File: config.mk
export PLATFORM = sky130hd
export DESIGN_NAME = i2c_bus_clear
export DESIGN_NICKNAME = d
export VERILOG_FILES = /design/src/rtl/bus_clr_pkg.sv /design/src/rtl/bus_clr_regs.sv /design/src/rtl/bus_clr_div.sv /design/src/rtl/bus_clr_seq.sv /design/src/rtl/i2c_bus_clear.sv
export SDC_FILE = /design/constraint.sdc
export NUM_CORES = 1
export LEC_CHECK = 0
export BUFFER_PORTS_ARGS = -buffer_cell sky130_fd_sc_hd__buf_2
export CAP_MARGIN = 15
export CORE_MARGIN = 1.5
export CORE_UTILIZATION = 40
export CTS_CLUSTER_DIAMETER = 100
export DETAILED_ROUTE_END_ITERATION = 6
export PLACE_DENSITY = 0.66
export SYNTH_ARGS = -nofsm -noshare
export SYNTH_HDL_FRONTEND = slang
export SYNTH_HIERARCHICAL = 1
export SYNTH_SLANG_ARGS = --single-unit
File: constraint.sdc
create_clock -name clk -period 6.4 [get_ports clk]
set_clock_uncertainty 0.2 [all_clocks]
set_input_delay 0.64 -clock clk [delete_from_list [all_inputs] [get_ports clk]]
set_output_delay 0.64 -clock clk [all_outputs]
set_load 0.005 [all_outputs]
File: src/rtl/bus_clr_pkg.sv
// Shared constants and the sequencer state type for the bus clear block.
package bus_clr_pkg;
    localparam int REG_W    = 32;
    localparam int DIV_W    = 16;
    localparam int CNT_W    = 8;
    localparam int EN_BIT   = 0;
    localparam int STOP_BIT = 1;
    localparam int CNT_LSB  = 16;
    localparam int DONE_BIT = 11;

    typedef enum logic [2:0] {
        ST_IDLE, ST_LOW, ST_HIGH, ST_STP_A, ST_STP_B, ST_STP_C, ST_FIN
    } seq_state_t;
endpackage

File: src/rtl/bus_clr_regs.sv
// Shadow and active configuration registers with the load handshake,
// plus the sticky done interrupt bit. Assumes fin is a one-cycle pulse.
module bus_clr_regs
    import bus_clr_pkg::*;
(
    input  logic             clk,
    input  logic             rst_n,
    input  logic             cfg_wr,
    input  logic [REG_W-1:0] cfg_wdata,
    input  logic             div_wr,
    input  logic [REG_W-1:0] div_wdata,
    input  logic             load_req,
    input  logic             int_wr,
    input  logic [REG_W-1:0] int_wdata,
    input  logic             fin,
    output logic [REG_W-1:0] cfg_shadow,
    output logic             act_en,
    output logic             act_stop,
    output logic [CNT_W-1:0] act_cnt,
    output logic [DIV_W-1:0] act_std,
    output logic [DIV_W-1:0] act_hs,
    output logic             load_busy,
    output logic             irq_done
);
    logic [REG_W-1:0] div_shadow;
    logic [REG_W-1:0] cfg_act;
    logic [REG_W-1:0] div_act;

    // Shadow words: software writes, enable cleared at completion.
    always_ff @(posedge clk) begin
        if (!rst_n) begin
            cfg_shadow <= '0;
            div_shadow <= '0;
        end else begin
            if (cfg_wr) cfg_shadow <= cfg_wdata;
            else if (fin) cfg_shadow[EN_BIT] <= 1'b0;
            if (div_wr) div_shadow <= div_wdata;
        end
    end

    // Load handshake: request marks pending, next cycle commits.
    always_ff @(posedge clk) begin
        if (!rst_n) begin
            load_busy <= 1'b0;
            cfg_act   <= '0;
            div_act   <= '0;
        end else begin
            if (load_busy) begin
                load_busy <= 1'b0;
                cfg_act   <= cfg_shadow;
                div_act   <= div_shadow;
            end else begin
                if (load_req) load_busy <= 1'b1;
                if (fin) cfg_act[EN_BIT] <= 1'b0;
            end
        end
    end

    // Sticky done flag, cleared by writing 1 to its bit.
    always_ff @(posedge clk) begin
        if (!rst_n)                               irq_done <= 1'b0;
        else if (fin)                             irq_done <= 1'b1;
        else if (int_wr && int_wdata[DONE_BIT])   irq_done <= 1'b0;
    end

    assign act_en   = cfg_act[EN_BIT];
    assign act_stop = cfg_act[STOP_BIT];
    assign act_cnt  = cfg_act[CNT_LSB +: CNT_W];
    assign act_std  = div_act[REG_W-1 -: DIV_W];
    assign act_hs   = div_act[DIV_W-1:0];
endmodule

File: src/rtl/bus_clr_div.sv
// Phase timer: raises tick after lim+1 cycles of run, then restarts.
// Assumes run drops between sequences so each phase starts at zero.
module bus_clr_div
    import bus_clr_pkg::*;
(
    input  logic             clk,
    input  logic             rst_n,
    input  logic             run,
    input  logic             hs,
    input  logic [DIV_W-1:0] std_lim,
    input  logic [DIV_W-1:0] hs_lim,
    output logic             tick
);
    logic [DIV_W-1:0] cnt;
    logic [DIV_W-1:0] lim;

    // Divisor selection by speed mode.
    always_comb lim = hs ? hs_lim : std_lim;

    assign tick = run && (cnt == lim);

    // Phase counter, cleared on tick or when idle.
    always_ff @(posedge clk) begin
        if (!rst_n || !run || tick) cnt <= '0;
        else                        cnt <= cnt + 1'b1;
    end
endmodule

File: src/rtl/bus_clr_seq.sv
// Pulse and stop sequencer. Drives open-drain enables, samples SDA at the
// end of each high phase, reports completion with a one-cycle fin pulse.
module bus_clr_seq
    import bus_clr_pkg::*;
(
    input  logic             clk,
    input  logic             rst_n,
    input  logic             start,
    input  logic             stop_en,
    input  logic [CNT_W-1:0] pulse_cnt,
    input  logic             tick,
    input  logic             sda_in,
    output logic             scl_oe,
    output logic             sda_oe,
    output logic             busy,
    output logic             fin,
    output logic             sda_ok
);
    seq_state_t       state;
    logic [CNT_W-1:0] done_cnt;
    logic [CNT_W-1:0] next_cnt;

    assign next_cnt = done_cnt + 1'b1;

    // State and pulse counter advance.
    always_ff @(posedge clk) begin
        if (!rst_n) begin
            state    <= ST_IDLE;
            done_cnt <= '0;
        end else begin
            unique case (state)
                ST_IDLE: if (start) begin
                    done_cnt <= '0;
                    if (pulse_cnt != '0) state <= ST_LOW;
                    else if (stop_en)    state <= ST_STP_A;
                    else                 state <= ST_FIN;
                end
                ST_LOW:  if (tick) state <= ST_HIGH;
                ST_HIGH: if (tick) begin
                    done_cnt <= next_cnt;
                    if (sda_in || next_cnt == pulse_cnt)
                        state <= stop_en ? ST_STP_A : ST_FIN;
                    else
                        state <= ST_LOW;
                end
                ST_STP_A: if (tick) state <= ST_STP_B;
                ST_STP_B: if (tick) state <= ST_STP_C;
                ST_STP_C: if (tick) state <= ST_FIN;
                ST_FIN:   state <= ST_IDLE;
                default:  state <= ST_IDLE;
            endcase
        end
    end

    // Final SDA level captured in the last cycle.
    always_ff @(posedge clk) begin
        if (!rst_n)              sda_ok <= 1'b0;
        else if (state == ST_FIN) sda_ok <= sda_in;
    end

    // Line drive decoded from the state.
    always_comb begin
        scl_oe = (state == ST_LOW) || (state == ST_STP_A);
        sda_oe = (state == ST_STP_A) || (state == ST_STP_B);
    end

    assign busy = (state != ST_IDLE);
    assign fin  = (state == ST_FIN);
endmodule

File: src/rtl/i2c_bus_clear.sv
// Top of the bus clear generator: registers, phase timer and sequencer.
// Assumes sda_in is already synchronised to clk.
module i2c_bus_clear
    import bus_clr_pkg::*;
(
    input  logic        clk,
    input  logic        rst_n,
    input  logic        cfg_wr,
    input  logic [31:0] cfg_wdata,
    input  logic        div_wr,
    input  logic [31:0] div_wdata,
    input  logic        load_req,
    output logic        load_busy,
    input  logic        hs_mode,
    input  logic        int_wr,
    input  logic [31:0] int_wdata,
    output logic [31:0] int_status,
    output logic [31:0] cfg_rdata,
    output logic [31:0] status_rdata,
    input  logic        sda_in,
    output logic        scl_oe,
    output logic        sda_oe,
    output logic        busy
);
    logic             act_en;
    logic             act_stop;
    logic [CNT_W-1:0] act_cnt;
    logic [DIV_W-1:0] act_std;
    logic [DIV_W-1:0] act_hs;
    logic             irq_done;
    logic             tick;
    logic             fin;
    logic             sda_ok;
    logic             start;

    assign start = act_en && !busy;

    bus_clr_regs u_regs (
        .clk(clk), .rst_n(rst_n),
        .cfg_wr(cfg_wr), .cfg_wdata(cfg_wdata),
        .div_wr(div_wr), .div_wdata(div_wdata),
        .load_req(load_req), .int_wr(int_wr), .int_wdata(int_wdata),
        .fin(fin), .cfg_shadow(cfg_rdata),
        .act_en(act_en), .act_stop(act_stop), .act_cnt(act_cnt),
        .act_std(act_std), .act_hs(act_hs),
        .load_busy(load_busy), .irq_done(irq_done)
    );

    bus_clr_div u_div (
        .clk(clk), .rst_n(rst_n), .run(busy), .hs(hs_mode),
        .std_lim(act_std), .hs_lim(act_hs), .tick(tick)
    );

    bus_clr_seq u_seq (
        .clk(clk), .rst_n(rst_n), .start(start), .stop_en(act_stop),
        .pulse_cnt(act_cnt), .tick(tick), .sda_in(sda_in),
        .scl_oe(scl_oe), .sda_oe(sda_oe), .busy(busy),
        .fin(fin), .sda_ok(sda_ok)
    );

    // Status words assembled from the flags.
    always_comb begin
        int_status           = '0;
        int_status[DONE_BIT] = irq_done;
        status_rdata         = {31'b0, sda_ok};
    end
endmodule

==> out/results.ini <==
[synth]
synth_area_leaders=dfxtp_1 (41%), mux2i_1 (18%), nor2b_1 (10%), buf_4 (7.6%), xor2_1 (3.6%)
synth_area_um2=6640
synth-edff-count=0
ys_types=52
postSynthCellCount=657
ys_ff_latch=136
synth-main-ff-cell=dfxtp_1
ys_warn_count=6
synth_top_area_share_pct=41.0
ys_seq_area_share_pct=41.0
synth.avg_cell_area_um2=10.1
async_flop_share_pct=0
synth_area_leader_cell=dfxtp_1

[power]
pwr-share-seq_pct=43.5
pwr-share-clk_pct=48.7
vdd_drop_max_mv=0.179
switchingPower_uw=452
leakage_uw=0.00325
combPwrFrac_pct=7.9
p_int_uw=1620
powerDensity_nw_per_um2=274
netSwitchingFraction_pct=21.8

[grt]
grt_usage_pct=14.9
grt_pass1_wl_mm=20.7
antenna_found_initial=1
grt_pass1_vias=4029
overflow=0
grt_max_degree=86

[sta]
timing.final.ws_setup_ns=2.64
slew-limit-headroom_pct=22.8
hold_viol_final=0
min_period_ns=3.76
finalCritPeriodShare_pct=58.8
setup-tns-final_ns=0
max_freq_mhz=266
setup-violations-final=0
worstMarginPinSlew_ns=1.15
slew_viol_final=0
rsz0062_at_grt=false

[clock_network]
post_cts_resized=0
clock-sinks=136
clockRootBuffer=clkbuf_16
clk_latency_ns=0.42
ctsHoldBuffers=0
clk_path_buf_depth=2
cts_setup_buffers=0
cts_tree=built
clkTransAtPathRegs_ns=0.06
htreeDepth=4
numCtsBuffers=17

[drt]
wire_per_inst_um=13.1
viasPerCell=4.62
routed_wirelength_mm=12.9
dr.pass1.iters=5
drt_iter0_drc=159
route.detailed.drc=0
route.vias.total=4523
antenna_left=0

[final_layout]
diodes=0
drive_gt1_share_pct=19.9
syn2layout_area_growth_pct=13.8
finish.utilization_pct=47.1
finalNetCount=859

[floorplanning]
num_rows=46
io_pins=204
design.die.area_um2=17400
start_util_pct=41.4
coreArea_um2=16100
die_w_um=132
die_y_um=132

[run_status]
outcome=complete, no violations

[worst_setup_path]
cp_data_arrival_time_ns=3.89
endpoint_kind=flip-flop
path_class=in -> reg
required_ns=6.53
startpoint_type=input port
worstPathMaxFanout=16

[placement]
pre_cts_ws_ns=2.29
place_hpwl_mm=8.82
gp_congestion=0.820
io_buffer_count=110

[min_path]
hold_class=in -> reg

[job]
cap_violations=0

## cells by family after synthesis
kind of cell,after synthesis,share of synthesized area [%]
AND/OR/NAND/NOR,216,19.3
flip-flops,136,41.0
multiplexers,121,18.2
buffers and inverters,103,11.9
XOR/XNOR,41,5.41
AO/OA/AOI/OAI,37,3.71
adder cells (fa/ha/maj),2,0.377
other,1,0.0565
## final timing paths
check	start	to	slack [ns]	cells past startpoint
worst max-delay path	hs_mode	u_seq/state[2]$_SDFFE_PN0P_	2.64	11
worst min-delay path	int_wdata[11]	u_regs/irq_done$_SDFFE_PN0P_	0.22	2
worst min register to register	u_regs/cfg_act[0]$_SDFFE_PN0P_	u_regs/cfg_act[0]$_SDFFE_PN0P_	0.28	2
worst max register to register	u_regs/div_act[12]$_SDFFE_PN0P_	u_seq/state[2]$_SDFFE_PN0P_	3.09	10
## cell usage in the layout, fill, tap and decap left out, drive strengths merged, types with 2 or more instances in the layout
cell type / netlist / layout
nand4: 10 / 10
clkinvlp: 0 / 3
o311ai: 2 / 2
conb: 1 / 62
o31ai: 2 / 2
mux2i: 121 / 121
o21ai: 6 / 6
a22oi: 2 / 2
ha: 2 / 2
nor2: 12 / 12
and3: 7 / 7
a21oi: 11 / 11
inv: 6 / 6
buf: 82 / 113
and4: 3 / 3
or4: 2 / 2
nor2b: 112 / 112
nand2: 24 / 24
nor4: 7 / 7
nand3: 9 / 9
clkbuf: 14 / 22
o21a: 2 / 2
nor3: 21 / 21
xor2: 27 / 27
bufinv: 0 / 3
dfxtp: 136 / 136
a31oi: 2 / 2
nor3b: 4 / 4
xnor2: 14 / 14
## final cells by class
type                       instances  area (um2)
sequential                       136        2720
fill                            1555        8500
clock buffer                      22         494
multi-input combinational        479        3360
timing repair buffer             113         573
tap                              216         270
inverter                           6        22.5
clock inverter                     7         118
## per-layer routing
layer | track usage [%] | vias to the layer above | wire, um
met4 | 5.19 | 2 | 168
met5 | 0 | - | 12
met2 | 21.5 | 156 | 5360
met3 | 4.77 | 15 | 694
met1 | 20.8 | 2041 | 6620
li1 | - | 2309 | -
## per-stage QoR
step	instances	instance area (um2)	hold slack (ns)	power, uW
final	979	7560	0.219	2070
after global routing	979	7560	0.208	2160
after CTS	979	7560	0.197	2090
after detailed placement	950	6950	0.279	1080
after global placement	950	6950	0.276	1080
after floorplan	718	6870	0.235	1060
## critical path, cell delays in order
cell     delay, ns
buf_2         0.42
mux2i_1       0.33
xor2_1        0.25
and4_1        0.22
nand4_1       0.09
nor4_1        0.34
buf_4         0.20
inv_1         0.05
nor4_1        0.87
nand2_1       0.21
o31ai_1       0.27
## state kept, by name, indices dropped and copies added, names as in the netlist
name	flops
u_regs/cfg_shadow	32
u_regs/div_act	32
u_regs/div_shadow	32
u_div/cnt	16
u_regs/cfg_act	10
u_seq/done_cnt	8
u_seq/state	3
u_regs/irq_done	1
u_regs/load_busy	1
u_seq/sda_ok	1
## synth_stat cells (3+ instances only)
master	number
clkbuf_1	14
buf_12	4
nor4_1	6
nand3_1	8
and3_1	5
xor2_1	27
nor2b_1	111
xnor2_1	14
buf_6	9
nand2_1	24
nor2_1	12
a21oi_1	11
nor3_1	21
buf_4	67
o21ai_0	6
nand4_1	10
dfxtp_1	136
nor3b_1	4
and4_1	3
mux2i_1	121
inv_1	6
## power groups by stage
| stage | clock network, uW | logic, uW | registers (uW) |
|---|---|---|---|
| after floorplan | 0 | 150 | 912 |
| after global placement | 0 | 162 | 916 |
| after detailed placement | 0 | 164 | 916 |
| after CTS | 1030 | 164 | 899 |
| after global routing | 1080 | 181 | 902 |
| final | 1010 | 163 | 899 |
No activity file was read; power rests on OpenSTA's default activity.
